--- config.mk ---
export PLATFORM = sky130hd
export DESIGN_NAME = l1_xsnoop_ctrl
export DESIGN_NICKNAME = d
export VERILOG_FILES = /design/src/rtl/xsnoop_pkg.sv /design/src/rtl/xsnoop_rst_sync.sv /design/src/rtl/xsnoop_req_latch.sv /design/src/rtl/xsnoop_seq.sv /design/src/rtl/l1_xsnoop_ctrl.sv
export SDC_FILE = /design/constraint.sdc
export NUM_CORES = 1
export LEC_CHECK = 0
export ABC_AREA = 1
export BUFFER_PORTS_ARGS = -buffer_cell sky130_fd_sc_hd__buf_2
export CAP_MARGIN = 20
export CORE_ASPECT_RATIO = 1.4
export CORE_MARGIN = 5
export CORE_UTILIZATION = 30
export CTS_CLUSTER_SIZE = 30
export DETAILED_ROUTE_END_ITERATION = 12
export GPL_TIMING_DRIVEN = 1
export PLACE_DENSITY_LB_ADDON = 0.15
export REMOVE_ABC_BUFFERS = 1
export SYNTH_ARGS = -nofsm -noshare
export SYNTH_HDL_FRONTEND = slang
export SYNTH_SLANG_ARGS = --single-unit
--- constraint.sdc ---
create_clock -name clk -period 1 [get_ports clk]
set_input_delay 0 -clock clk [delete_from_list [all_inputs] [get_ports clk]]
set_output_delay 0 -clock clk [all_outputs]
set_load 0.05 [all_outputs]
--- src/rtl/xsnoop_pkg.sv ---
package xsnoop_pkg;

  typedef enum logic [3:0] {
    ST_IDLE,
    ST_DSNP,      // probe data tags for an instruction miss
    ST_WB_L2,     // try to park the dirty line in L2
    ST_WB_BUS,    // write the dirty line to memory
    ST_DINV,      // drop the data line
    ST_FILL_L2,   // instruction fill lookup in L2
    ST_FILL_BUS,  // instruction fill from memory
    ST_ISNP,      // probe instruction tags for a data miss
    ST_IINV       // drop the instruction line, release data access
  } snp_state_e;

endpackage

--- src/rtl/xsnoop_rst_sync.sv ---
module xsnoop_rst_sync #(
  parameter int STAGES = 2
) (
  input  logic clk,
  input  logic rst_n,
  output logic rst_sync_n
);

  logic [STAGES-1:0] sync_q;

  always_ff @(posedge clk or negedge rst_n) begin
    if (!rst_n) sync_q <= '0;
    else        sync_q <= {sync_q[STAGES-2:0], 1'b1};
  end

  assign rst_sync_n = sync_q[STAGES-1];

endmodule

--- src/rtl/xsnoop_req_latch.sv ---
module xsnoop_req_latch #(
  parameter int ADDR_W = 32,
  parameter int OFF_W  = 5,
  localparam int LINE_W = ADDR_W - OFF_W
) (
  input  logic              clk,
  input  logic              rst_n,
  input  logic              busy,
  input  logic              ic_req,
  input  logic [ADDR_W-1:0] ic_addr,
  input  logic              dc_req,
  input  logic              dc_wr,
  input  logic [ADDR_W-1:0] dc_addr,
  output logic              accept,
  output logic              acc_instr,
  output logic [LINE_W-1:0] line_addr,
  output logic              is_wr
);

  logic [LINE_W-1:0] line_d, line_q;
  logic              wr_d, wr_q;
  logic              cap_en;
  logic              unused_offs;

  assign unused_offs = ^{ic_addr[OFF_W-1:0], dc_addr[OFF_W-1:0]};

  // instruction misses win a tie; the data requester keeps holding
  assign accept    = !busy && (ic_req || dc_req);
  assign acc_instr = ic_req;
  assign cap_en    = accept;

  always_comb begin
    line_d = acc_instr ? ic_addr[ADDR_W-1:OFF_W] : dc_addr[ADDR_W-1:OFF_W];
    wr_d   = !acc_instr && dc_wr;
  end

  always_ff @(posedge clk or negedge rst_n) begin
    if (!rst_n) begin
      line_q <= '0;
      wr_q   <= 1'b0;
    end else if (cap_en) begin
      line_q <= line_d;
      wr_q   <= wr_d;
    end
  end

  assign line_addr = line_q;
  assign is_wr     = wr_q;

endmodule

--- src/rtl/xsnoop_seq.sv ---
module xsnoop_seq
  import xsnoop_pkg::*;
(
  input  logic clk,
  input  logic rst_n,
  input  logic accept,
  input  logic acc_instr,
  input  logic is_wr,
  input  logic dc_probe_hit,
  input  logic dc_probe_dirty,
  input  logic ic_probe_hit,
  input  logic l2_wb_hit,
  input  logic bus_wr_ack,
  input  logic l2_rd_hit,
  input  logic bus_rd_ack,
  output logic busy,
  output logic dc_probe_vld,
  output logic dc_inval_vld,
  output logic ic_probe_vld,
  output logic ic_inval_vld,
  output logic l2_wb_vld,
  output logic bus_wr_vld,
  output logic l2_rd_vld,
  output logic bus_rd_vld,
  output logic ic_fill_done,
  output logic ic_fill_from_l2,
  output logic dc_proceed,
  output logic dc_proceed_wr
);

  snp_state_e st_q, st_d;

  always_comb begin
    st_d = st_q;
    unique case (st_q)
      ST_IDLE:     if (accept) st_d = acc_instr ? ST_DSNP : ST_ISNP;
      ST_DSNP: begin
        if (!dc_probe_hit)       st_d = ST_FILL_L2;
        else if (dc_probe_dirty) st_d = ST_WB_L2;
        else                     st_d = ST_DINV;
      end
      ST_WB_L2:    st_d = l2_wb_hit ? ST_DINV : ST_WB_BUS;
      ST_WB_BUS:   if (bus_wr_ack) st_d = ST_DINV;
      ST_DINV:     st_d = ST_FILL_L2;
      ST_FILL_L2:  st_d = l2_rd_hit ? ST_IDLE : ST_FILL_BUS;
      ST_FILL_BUS: if (bus_rd_ack) st_d = ST_IDLE;
      ST_ISNP:     st_d = ic_probe_hit ? ST_IINV : ST_IDLE;
      ST_IINV:     st_d = ST_IDLE;
      default:     st_d = ST_IDLE;
    endcase
  end

  always_ff @(posedge clk or negedge rst_n) begin
    if (!rst_n) st_q <= ST_IDLE;
    else        st_q <= st_d;
  end

  always_comb begin
    busy            = (st_q != ST_IDLE);
    dc_probe_vld    = (st_q == ST_DSNP);
    l2_wb_vld       = (st_q == ST_WB_L2);
    bus_wr_vld      = (st_q == ST_WB_BUS);
    dc_inval_vld    = (st_q == ST_DINV);
    l2_rd_vld       = (st_q == ST_FILL_L2);
    bus_rd_vld      = (st_q == ST_FILL_BUS);
    ic_probe_vld    = (st_q == ST_ISNP);
    ic_inval_vld    = (st_q == ST_IINV);
    ic_fill_from_l2 = (st_q == ST_FILL_L2) && l2_rd_hit;
    ic_fill_done    = ic_fill_from_l2 || ((st_q == ST_FILL_BUS) && bus_rd_ack);
    dc_proceed      = ((st_q == ST_ISNP) && !ic_probe_hit) || (st_q == ST_IINV);
    dc_proceed_wr   = dc_proceed && is_wr;
  end

  // an L2 writeback hit keeps the line off the bus
  a_r4_l2_absorbs_wb: assert property (@(posedge clk) disable iff (!rst_n)
    (l2_wb_vld && l2_wb_hit) |=> !bus_wr_vld);
  // an L2 writeback miss goes to the bus and holds until ack
  a_r5_wb_miss_to_bus: assert property (@(posedge clk) disable iff (!rst_n)
    (l2_wb_vld && !l2_wb_hit) |=> bus_wr_vld);
  a_r5_bus_wr_held: assert property (@(posedge clk) disable iff (!rst_n)
    (bus_wr_vld && !bus_wr_ack) |=> bus_wr_vld);
  // a data-probe hit leads to a writeback or straight to invalidate
  a_r6_dhit_acts: assert property (@(posedge clk) disable iff (!rst_n)
    (dc_probe_vld && dc_probe_hit) |=> (l2_wb_vld || dc_inval_vld));
  // an L2 fill miss turns into a bus read
  a_r7_fill_to_bus: assert property (@(posedge clk) disable iff (!rst_n)
    (l2_rd_vld && !l2_rd_hit) |=> bus_rd_vld);
  // an instruction-probe hit invalidates and releases the data access
  a_r8_ihit_inval: assert property (@(posedge clk) disable iff (!rst_n)
    (ic_probe_vld && ic_probe_hit) |=> (ic_inval_vld && dc_proceed));
  // a data-probe miss goes straight to the fill
  a_r10_dmiss_direct: assert property (@(posedge clk) disable iff (!rst_n)
    (dc_probe_vld && !dc_probe_hit) |=> l2_rd_vld);

endmodule

--- src/rtl/l1_xsnoop_ctrl.sv ---
module l1_xsnoop_ctrl #(
  parameter int ADDR_W     = 32,
  parameter int LINE_BYTES = 32,
  localparam int OFF_W     = $clog2(LINE_BYTES),
  localparam int LINE_W    = ADDR_W - OFF_W
) (
  input  logic              clk,
  input  logic              rst_n,
  input  logic              ic_miss_req,
  input  logic [ADDR_W-1:0] ic_miss_addr,
  input  logic              dc_miss_req,
  input  logic              dc_miss_wr,
  input  logic [ADDR_W-1:0] dc_miss_addr,
  output logic              busy,
  output logic [LINE_W-1:0] line_addr,
  output logic              dc_probe_vld,
  input  logic              dc_probe_hit,
  input  logic              dc_probe_dirty,
  output logic              dc_inval_vld,
  output logic              ic_probe_vld,
  input  logic              ic_probe_hit,
  output logic              ic_inval_vld,
  output logic              l2_wb_vld,
  input  logic              l2_wb_hit,
  output logic              bus_wr_vld,
  input  logic              bus_wr_ack,
  output logic              l2_rd_vld,
  input  logic              l2_rd_hit,
  output logic              bus_rd_vld,
  input  logic              bus_rd_ack,
  output logic              ic_fill_done,
  output logic              ic_fill_from_l2,
  output logic              dc_proceed,
  output logic              dc_proceed_wr
);

  logic rst_sync_n;
  logic accept, acc_instr, is_wr;

  xsnoop_rst_sync #(.STAGES(2)) u_rst (
    .clk        (clk),
    .rst_n      (rst_n),
    .rst_sync_n (rst_sync_n)
  );

  xsnoop_req_latch #(.ADDR_W(ADDR_W), .OFF_W(OFF_W)) u_req (
    .clk       (clk),
    .rst_n     (rst_sync_n),
    .busy      (busy),
    .ic_req    (ic_miss_req),
    .ic_addr   (ic_miss_addr),
    .dc_req    (dc_miss_req),
    .dc_wr     (dc_miss_wr),
    .dc_addr   (dc_miss_addr),
    .accept    (accept),
    .acc_instr (acc_instr),
    .line_addr (line_addr),
    .is_wr     (is_wr)
  );

  xsnoop_seq u_seq (
    .clk             (clk),
    .rst_n           (rst_sync_n),
    .accept          (accept),
    .acc_instr       (acc_instr),
    .is_wr           (is_wr),
    .dc_probe_hit    (dc_probe_hit),
    .dc_probe_dirty  (dc_probe_dirty),
    .ic_probe_hit    (ic_probe_hit),
    .l2_wb_hit       (l2_wb_hit),
    .bus_wr_ack      (bus_wr_ack),
    .l2_rd_hit       (l2_rd_hit),
    .bus_rd_ack      (bus_rd_ack),
    .busy            (busy),
    .dc_probe_vld    (dc_probe_vld),
    .dc_inval_vld    (dc_inval_vld),
    .ic_probe_vld    (ic_probe_vld),
    .ic_inval_vld    (ic_inval_vld),
    .l2_wb_vld       (l2_wb_vld),
    .bus_wr_vld      (bus_wr_vld),
    .l2_rd_vld       (l2_rd_vld),
    .bus_rd_vld      (bus_rd_vld),
    .ic_fill_done    (ic_fill_done),
    .ic_fill_from_l2 (ic_fill_from_l2),
    .dc_proceed      (dc_proceed),
    .dc_proceed_wr   (dc_proceed_wr)
  );

  // L2 is idle whenever a sibling tag probe runs
  a_r3_no_l2_in_probe: assert property (@(posedge clk) disable iff (!rst_sync_n)
    (dc_probe_vld || ic_probe_vld) |-> !(l2_wb_vld || l2_rd_vld));
  // at most one sibling probe at a time
  a_r1_probe_exclusive: assert property (@(posedge clk) disable iff (!rst_sync_n)
    $onehot0({dc_probe_vld, ic_probe_vld}));
  // the captured line is frozen for the whole sequence
  a_r9_line_stable: assert property (@(posedge clk) disable iff (!rst_sync_n)
    (busy && $past(busy)) |-> $stable(line_addr));

endmodule

== Word-level counts from Yosys, hierarchy flattened ==
Index checks and enable logic that the tools add are counted.

* Reductions and logical operators: 15
* Mux-type cells: 11
* Equality and inequality tests: 11

{| class="wikitable"
|+ Operators with widths
! operator !! number
|-
| $pmux 4 s8 || 1
|-
| $mux 27 || 1
|-
| $mux 4 || 5
|-
| $eq 4x3->1 const B || 4
|-
| $mux 3 || 4
|-
| $eq 4x2->1 const B || 2
|-
| $logic_and 1x1->1 || 6
|-
| $eq 4x1->1 const B || 1
|-
| $eq 4x4->1 const B || 1
|-
| $logic_not 4->1 || 1
|-
| $ne 2x1->1 const B || 2
|-
| $reduce_bool 4->1 || 1
|-
| $logic_not 1->1 || 3
|-
| $logic_or 1x1->1 || 3
|-
| $reduce_and 3->1 || 1
|-
| $ne 2x2->1 const B || 1
|}

* Output and inout bits: 40
* Input bits: 76
* Bits in registers: 34
* Logic and storage cells: 41

== Depth between registers and ports, before layout ==
Gate-level depths: netlist (run 1).

* Depth in word-level cells: 5
* Gate-level depth with buffers: 7
* Mapped depth without buffers: 7

== Hierarchy ==
From an unflattened synthesis (run 1), not the netlist that was laid out.

* Cell total of the unflattened synthesis: 283
* Area total of the unflattened synthesis: 1,904.3 um^2

{| class="wikitable"
|+ By module, submodules not included
! module !! instances !! sequential area each (um^2) !! area an instance (um^2) !! cells each
|-
| xsnoop_req_latch || 1 || 700.7 || 1,426.4 || 208
|-
| xsnoop_seq || 1 || 100.1 || 424.2 || 72
|-
| xsnoop_rst_sync || 1 || 50.0 || 53.8 || 3
|}

== Least setup slack after synthesis (run 1) ==
Ideal clock, no wire load.

* Path type: register -> output
* From: register u_seq.st_q[2]
* To: output dc_proceed_wr
* Buffers on the path: 0
* Slack: -999 ps
* Stages on the path, launching flop included: 7
* Data required time: 1,000 ps
* Arrival time: 1,999 ps
* Cells stage by stage: dfrtp_1 > inv_1 > nor2_1 > nand2_1 > inv_1 > nand2_1 > a21oi_1

* Word-level cells in the longest chain between the ends: 4
* Elaborated cells between the ends (all ways): 5
* Those cells by class: 2 x eq/ne; 3 x reduce/logical

{| class="wikitable"
|+ RTL lines
! item !! RTL line !! source
|-
| from (decl) || xsnoop_seq.sv:31 || <nowiki>snp_state_e st_q, st_d;</nowiki>
|-
| from (signal assigned) || xsnoop_seq.sv:55 || <nowiki>else st_q <= st_d;</nowiki>
|-
| $eq 4x3->1 || - ||
|-
| named net ic_probe_vld || l1_xsnoop_ctrl.sv:20 || <nowiki>output logic ic_probe_vld,</nowiki>
|-
| $logic_and 1x1->1 || xsnoop_seq.sv:70 || <nowiki>dc_proceed = ((st_q == ST_ISNP) && !ic_probe_hit) || (st_q == ST_IINV);</nowiki>
|-
| $logic_or 1x1->1 || xsnoop_seq.sv:70 ||
|-
| $logic_and 1x1->1 || xsnoop_seq.sv:71 || <nowiki>dc_proceed_wr = dc_proceed && is_wr;</nowiki>
|-
| to (decl) || l1_xsnoop_ctrl.sv:34 || <nowiki>output logic dc_proceed_wr</nowiki>
|}

The timed path passes the listed nets, and every way through them passes these cells.

== Final worst setup path (run 1) ==
* From: register u_seq.st_q[0]
* To: output dc_proceed_wr

* Word-level cells in the longest chain between the ends: 4
* Elaborated cells between the ends (all ways): 5
* Those cells by class: 2 x eq/ne; 3 x reduce/logical

{| class="wikitable"
|+ RTL lines
! item !! RTL line
|-
| $eq 4x3->1 || xsnoop_seq.sv:70
|-
| $logic_and 1x1->1 || xsnoop_seq.sv:70
|-
| $logic_or 1x1->1 * || xsnoop_seq.sv:70
|-
| $logic_and 1x1->1 * || xsnoop_seq.sv:71
|}

Every way passes the cells marked *; elsewhere a longest branch is shown, timed or not.

==> results.json, run 1 <==
{
  "clock_latency_ns": 0.28,
  "multi_input_area_um2": 970,
  "cts_buffers": 5,
  "clock-sinks": 34,
  "grt_max_degree": 30,
  "worstPathArrival_ns": 1.44,
  "status": "finished, violations left",
  "synthTopCellsByCount": "nand2_1 (44), dfrtp_1 (34), o21ai_0 (28)",
  "rr_startpoint": "u_seq.st_q[0]",
  "failed_checks": "negative setup slack",
  "finalPower_w": 0.0106,
  "hold_path.class": "primary input to asynchronous set/reset pin",
  "finalCritPeriodShare_pct": 144,
  "synth_largest_area_cell": "dfrtp_1",
  "firstDrtPassIters": 4,
  "yosys-top-cells-area": "dfrtp_1 (45%), o211ai_1 (11%), nand2_1 (8.8%), o21ai_0 (7.5%), or2_2 (5.7%)",
  "slew_viol_final": 0,
  "final.setup.worst_slack_ns": -0.436,
  "drc": 0,
  "antenna_left": 0,
  "die_h_um": 104,
  "register_area_um2": 853,
  "ir_worst_vdd_mv": 1.62,
  "htree_levels": 2,
  "synth-seq-cells": 34,
  "setup_viol": 44,
  "gp_routability_congestion": 0.817,
  "critPathKind": "flop to output port",
  "drv_cap": 0,
  "vias_per_cell": 4.71,
  "rsz0062_at_grt": "true",
  "utilization_pct": 53.8,
  "grt_pass1_vias": 2229,
  "skew_ns": 0.00178,
  "grt_pass1_wl_mm": 10.2,
  "num_rows": 34,
  "r2r_cells": 9,
  "yosysSeqAreaShare_pct": 45.3,
  "hold_ws_ns": 0.0254,
  "fin_nets": 462,
  "synth_ff_type": "dfrtp_1",
  "antenna_found_initial": 0,
  "area_delta_synth_final_pct": 76.8,
  "core_area_um2": 6170,
  "synth_async_sr_flop_share_pct": 100,
  "startpoint_type": "flop",
  "r2r_end": "u_seq.st_q[1]",
  "fp.dieW_um": 76.9,
  "synth_area_um2": 1880,
  "synth.most_common_cell": "nand2_1",
  "gr-total-overflow": 0,
  "placed_area_um2": 2550,
  "drive_gt1_share_pct": 51.2,
  "p_leak_nw": 1.71,
  "wire_per_inst_um": 14.0,
  "synth-edff-count": 0,
  "io_buffers": 105,
  "fmax_ghz": 0.696,
  "synthDistinctLibCells": 28,
  "syn_area_per_cell_um2": 8.35,
  "vias": 2160,
  "r2r_slack_ns": -0.34,
  "layout_min_cycle_time_ns": 1.44,
  "synth_cells": 225,
  "layoutNonFillerInstCount": 459,
  "startpoint": "u_seq.st_q[0]",
  "path_max_fanout": 3,
  "ys_warn_count": 0,
  "setup.worst_path.end_class": "output port",
  "cts-root-buf": "clkbuf_8",
  "first_iter_violations": 57,
  "hpwl_mm": 4.46,
  "diodes": 0,
  "dp.cells": 407,
  "p_per_area_nw_per_um2": 3180,
  "hold_viol": 0,
  "synth_top_cell_area_share_pct": 45.3,
  "path_clk_slew_ns": 0.07,
  "cts_tree": "done",
  "fillers": 580,
  "clock_path_buffers": 2,
  "ios": 116,
  "dieArea_um2": 7960,
  "grt_use_total_pct": 15.5,
  "crit_required_ns": 1.00,
  "worstSetupEndpoint": "dc_proceed_wr",
  "stdcell_area_um2": 3320,
  "wl_mm": 6.42,
  "initial_core_util_pct": 30.4
}
## routing by layer
metal	share of wire, %	global-route usage (%)
met5	0	0
met4	2.6	5.75
met3	5.1	3.30
met2	54	28.3
met1	38	17.2
## worst max-delay path, stage by stage, from the launching register on
cell and delay, ns:
dfrtp_1 0.39, buf_6 0.13, nor2_4 0.10, buf_6 0.13, nand3_4 0.07, a21oi_2 0.16, buf_6 0.17
## sequential cells by signal (all words and copies together), names as in the netlist
signal	flops
u_req.line_addr	27
u_seq.st_q	4
u_rst.sync_q	2
u_req.is_wr	1
## cell usage in the layout (no fill, tap or decap), types with 8 or more instances in the layout
cell           count
buf_6             17
dlygate4sd3_1     30
o211ai_1          27
buf_4             24
clkbuf_8           8
buf_2             92
or2_2             17
inv_1             10
dfrtp_1           32
o21ai_0           26
nand2_1           37
## logic make-up (layout without fill, tap and decap cells)
kind of cell | after synthesis | count (layout) | synth area share, %
AOI/OAI and AO/OA | 58 | 58 | 19.1
buffers and inverters | 33 | 195 | 9.26
DFF | 34 | 34 | 45.3
other | 1 | 1 | 0.200
and+or+nand+nor | 99 | 99 | 26.1
## power by group
part | total, W | switching, W | leakage (nW) | internal, W
Clock | 0.00117 | 0.000470 | 0.0575 | 0.000695
Sequential | 0.00236 | 0.000338 | 0.413 | 0.00203
Combinational | 0.00702 | 0.00465 | 1.24 | 0.00237
Total | 0.0106 | 0.00546 | 1.71 | 0.00510
## what timing repair did
action	4_1_cts	5_1_grt
endpoints found under the setup margin	44	45
hold buffers	30	0
pin swaps	10	6
hold endpoints to repair	31	0
resized for setup	67	16
cloned	1	0
buffers inserted	10	4
## per-stage QoR
step,setup TNS (ns),setup WS [ns]
floorplan,-26.88,-0.999
global placement,-8.82,-0.290
global route,-17.19,-0.491
detailed placement,-9.53,-0.286
CTS,-13.50,-0.426
finish,-13.60,-0.436
## how the worst min path moves through the flow
stage / start / slack [ns] / depth (start not counted) / endpoint
floorplan: rst_n / -0.30 / 0 / u_rst.sync_q[0]
global placement: rst_n / -0.21 / 1 / u_rst.sync_q[0]
detailed placement: rst_n / -0.21 / 1 / u_rst.sync_q[0]
CTS: rst_n / 0.02 / 2 / u_rst.sync_q[1]
global route: rst_n / 0.02 / 2 / u_rst.sync_q[0]
finish: rst_n / 0.03 / 2 / u_rst.sync_q[0]
## layout make-up
cell class	instances	area share, %
Sequential cell	34	25.7
Tap cell	72	2.71
Multi-Input combinational cell	158	29.2
Timing Repair Buffer	169	37.0
Inverter	18	2.11
Clock buffer	8	3.32
Power figures use the tool's default switching activity.
==> run 2, diff against run 1 <==
Settings changed: CORE_UTILIZATION 30 to 39.
==> results.json, run 2 (same netlist as run 1, synthesis figures left out) <==
{
  "ios": 116,
  "crit_chain": "buf_4 -> nor2_4 -> nand2_4 -> o22ai_2 -> buf_6",
  "wire_per_inst_um": 15.6,
  "setup_viol": 45,
  "failed_checks": "negative setup slack",
  "status": "finished, violations left",
  "wl_mm": 7.04,
  "initial_core_util_pct": 39.4,
  "htree_levels": 2,
  "io_buffers": 105,
  "fmax_ghz": 0.670,
  "drive_gt1_share_pct": 52.8,
  "p_per_area_nw_per_um2": 3220,
  "num_rows": 30,
  "critPathKind": "flop to output port",
  "multi_input_area_um2": 1000,
  "stdcell_area_um2": 3380,
  "cp_num_buf_inv": 2,
  "die_h_um": 92.1,
  "startpoint_type": "flop",
  "firstDrtPassIters": 5,
  "area_delta_synth_final_pct": 79.9,
  "finalCritPeriodShare_pct": 149,
  "fillers": 387,
  "hold_path.class": "primary input to asynchronous set/reset pin",
  "dieArea_um2": 6320,
  "vias_per_cell": 4.94,
  "antenna_found_initial": 0,
  "antenna_left": 0,
  "fin_nets": 463,
  "drv_cap": 0,
  "layout_min_cycle_time_ns": 1.49,
  "layout_common_cells": "buf_2 (92), nand2_1 (35), dfrtp_1 (32), dlygate4sd3_1 (30), o211ai_1 (27)",
  "mostFrequentLayoutCell": "buf_2",
  "grt_use_total_pct": 22.8,
  "dp.cells": 400,
  "vias": 2233,
  "r2r_slack_ns": -0.38,
  "r2r_end": "u_seq.st_q[2]",
  "skew_ns": 0.00592,
  "grt_pass1_wl_mm": 10.8,
  "p_leak_nw": 1.74,
  "hpwl_mm": 4.28,
  "drc": 0,
  "grt_max_degree": 30,
  "path_max_fanout": 3,
  "setup-tns-final_ns": -14.81,
  "gp_routability_congestion": 0.879,
  "core_area_um2": 4770,
  "finalPower_w": 0.0109,
  "grt_pass1_vias": 2308,
  "slew_viol_final": 0,
  "path_clk_slew_ns": 0.07,
  "rsz0062_at_grt": "true",
  "placed_area_um2": 2550,
  "hold_viol": 0,
  "clock_latency_ns": 0.28,
  "diodes": 0,
  "fp.dieW_um": 68.7,
  "rr_startpoint": "u_seq.st_q[3]",
  "first_iter_violations": 64,
  "cp_slowest_cell": "dfrtp_2",
  "cts_tree": "done",
  "clock-sinks": 34,
  "cts-root-buf": "clkbuf_8",
  "register_area_um2": 853,
  "crit_required_ns": 1.00,
  "critical_path.top_delay_family": "flip-flops",
  "setup.worst_path.end_class": "output port",
  "worstPathArrival_ns": 1.49,
  "cts_buffers": 5,
  "largest_reg_flops": 27,
  "gr-total-overflow": 0,
  "max_stage_delay_ns": 0.44,
  "r2r_cells": 8,
  "layoutNonFillerInstCount": 452,
  "ir_worst_vdd_mv": 1.88,
  "final.setup.worst_slack_ns": -0.492,
  "clock_path_buffers": 2
}
run 2: cell types whose count changed in the layout (fill, tap and decap cells not counted), sizes merged:
cell	change
clkinv	+2
clkbuf	-2
bufinv	+1
run 2: final cells by class:
class                           instances  share of cell area (%)
Multi-Input combinational cell        158                    29.7
Sequential cell                        34                    25.3
Tap cell                               64                    2.37
Clock inverter                          3                    1.19
Inverter                               18                    2.22
Timing Repair Buffer                  170                    37.2
Clock buffer                            5                    2.04
run 2: routing by layer:
metal  part of all wire [%]  wire length [um]  up-vias  GRT usage [%]
li1                       -                 -     1075              -
met1                     34              2430     1066           25.2
met2                     57              4040       80           40.2
met3                    5.9               415       12           4.53
met4                    2.2               158        0           10.1
met5                      0                 0        -              0
run 2: worst max-delay path by stage:
stage | start | endpoint | slack (ns) | depth (start not counted)
6_report | u_seq.st_q[1] | ic_fill_done | -0.49 | 5
3_3_place_gp | u_seq.st_q[0] | u_req.line_addr[9] | -0.26 | 6
4_1_cts | u_seq.st_q[2] | ic_fill_done | -0.43 | 6
3_5_place_dp | u_seq.st_q[1] | u_req.line_addr[9] | -0.30 | 6
5_1_grt | u_seq.st_q[1] | ic_fill_done | -0.52 | 5
2_1_floorplan | u_seq.st_q[2] | dc_proceed_wr | -1.0 | 6
run 2: power by group:
| group | switching, W | internal [W] | total, W |
|---|---|---|---|
| clock network | 0.000485 | 0.000733 | 0.00122 |
| registers | 0.000345 | 0.00202 | 0.00237 |
| logic | 0.00483 | 0.00245 | 0.00728 |
| total | 0.00566 | 0.00521 | 0.0109 |
run 2: per-stage QoR:
step	util [%]	hold slack (ns)	setup slack, ns
final	70.9	0.0246	-0.492
after floorplan	-	-0.296	-0.999
after global placement	53.5	-0.213	-0.257
after detailed placement	53.5	-0.213	-0.300
after CTS	68.5	0.0181	-0.431
after global routing	70.9	0.0319	-0.523
run 2: worst register-to-register path, stage by stage, from the launching register on:
cell and delay (ns):
dfrtp_2 0.44, nor2_4 0.15, buf_6 0.12, buf_6 0.11, nand3b_1 0.13, nand2_2 0.15
nor2_4 0.04, o21ai_1 0.06, nand2_1 0.06
run 2: timing repair:
action                     in CTS  in global routing
setup buffers                  12                  1
hold buffers                   30                  0
pin swaps                      16                 20
setup endpoints to repair      45                 45
hold endpoints to repair       31                  0
gates resized for setup        67                 34
gates cloned                    1                  0
==> run 3, diff against run 2 <==
Settings changed: SETUP_SLACK_MARGIN set to 0.4.
==> results.json, run 3 (same netlist as run 1, synthesis figures left out) <==
{
  "setup.worst_path.end_class": "output port",
  "skew_ns": 0.00515,
  "fin_nets": 439,
  "setup_viol": 45,
  "gr-total-overflow": 0,
  "antenna_found_initial": 0,
  "multi_input_area_um2": 990,
  "htree_levels": 2,
  "num_rows": 30,
  "cts_tree": "done",
  "firstDrtPassIters": 4,
  "clock_latency_ns": 0.28,
  "startpoint_type": "flop",
  "cts-root-buf": "clkbuf_8",
  "path_max_fanout": 3,
  "fmax_ghz": 0.686,
  "area_delta_synth_final_pct": 74.2,
  "cts_hold_buf": 1,
  "wl_mm": 6.53,
  "p_leak_nw": 1.68,
  "drc": 0,
  "pre_cts_ws_ns": -0.300,
  "drv_cap": 0,
  "layoutNonFillerInstCount": 428,
  "drive_gt1_share_pct": 57.4,
  "hold_viol": 29,
  "clock_path_buffers": 2,
  "final.setup.worst_slack_ns": -0.458,
  "crit_required_ns": 1.00,
  "grt_max_degree": 30,
  "layout_min_cycle_time_ns": 1.46,
  "core_area_um2": 4770,
  "layout_common_cells": "buf_2 (65), buf_6 (41), nand2_1 (35), dfrtp_1 (32), buf_4 (31)",
  "grt_pass1_vias": 2226,
  "dp.cells": 400,
  "largest_reg_flops": 27,
  "critPathKind": "flop to output port",
  "hold_ws_ns": -0.0532,
  "finalCritPeriodShare_pct": 146,
  "worstPathArrival_ns": 1.46,
  "path_clk_slew_ns": 0.07,
  "fp.dieW_um": 68.7,
  "hpwl_mm": 4.28,
  "stdcell_area_um2": 3270,
  "dieArea_um2": 6320,
  "initial_core_util_pct": 39.4,
  "diodes": 0,
  "fillers": 415,
  "vias_per_cell": 5.00,
  "io_buffers": 105,
  "placed_area_um2": 2550,
  "ir_worst_vdd_mv": 1.96,
  "hold_path.class": "primary input to flop",
  "cts_buffers": 5,
  "wire_per_inst_um": 15.2,
  "status": "finished, violations left",
  "die_h_um": 92.1,
  "clock-sinks": 34,
  "mostFrequentLayoutCell": "buf_2",
  "grt_use_total_pct": 21.6,
  "vias": 2140,
  "first_iter_violations": 72,
  "ios": 116,
  "gp_routability_congestion": 0.879,
  "slew_viol_final": 0,
  "rsz0062_at_grt": "true",
  "failed_checks": "negative hold slack, negative setup slack",
  "grt_pass1_wl_mm": 10.2,
  "antenna_left": 0,
  "register_area_um2": 853,
  "p_per_area_nw_per_um2": 3550
}
-- run 3: where the power goes --
part / switching [W] / leakage [nW] / internal, W
clock: 0.000488 / 0.0579 / 0.000733
combinational: 0.00481 / 1.21 / 0.00310
sequential: 0.000465 / 0.413 / 0.00203
-- run 3: repair_timing --
item	CTS	global route
hold endpoints to repair	31	27
setup endpoints to repair	72	72
resized for setup	121	27
setup buffers	13	5
gates cloned	1	0
pin swaps	16	14
-- run 3: layout make-up --
class | count | share of cell area (%)
timing repair buffer | 146 | 35.6
tap | 64 | 2.45
clock inverter | 3 | 1.22
clock buffer | 5 | 2.10
inverter | 18 | 2.29
sequential | 34 | 26.1
multi-input combinational | 158 | 30.2
-- run 3: worst paths after layout --
check	start	end	slack, ns	depth (start not counted)
worst max-delay path	u_seq.st_q[1]	ic_fill_done	-0.46	5
worst min-delay path	dc_miss_addr[23]	u_req.line_addr[18]	-0.05	3
worst max register to register	u_seq.st_q[0]	u_seq.st_q[2]	-0.36	9
worst min register to register	u_rst.sync_q[1]	u_req.line_addr[6]	0.20	1
max in group asynchronous	u_rst.sync_q[1]	u_seq.st_q[3]	0.53	1
min in group asynchronous	rst_n	u_rst.sync_q[1]	0.03	2
-- run 3: worst max-delay path: stages, from the launching register on --
cell,delay [ns]
dfrtp_2,0.44
buf_4,0.15
nor2_4,0.15
nand2_4,0.08
o22ai_2,0.16
buf_6,0.18
-- run 3: routing by layer --
metal / global-route usage (%) / vias to the layer above / routed length (um)
met2: 37.5 / 76 / 3670
met5: 0 / - / 0
met1: 24.4 / 1028 / 2280
met3: 4.78 / 13 / 410
li1: - / 1023 / -
met4: 8.96 / 0 / 163
-- run 3: metrics by stage --
| step | setup TNS, ns | power (W) | util [%] |
|---|---|---|---|
| after floorplan | -26.88 | 0.00629 | - |
| after global placement | -9.22 | 0.00806 | 53.5 |
| after detailed placement | -10.74 | 0.00815 | 53.5 |
| after CTS | -15.19 | 0.0112 | 66.1 |
| after global routing | -17.35 | 0.0123 | 68.6 |
| final | -14.41 | 0.0116 | 68.6 |
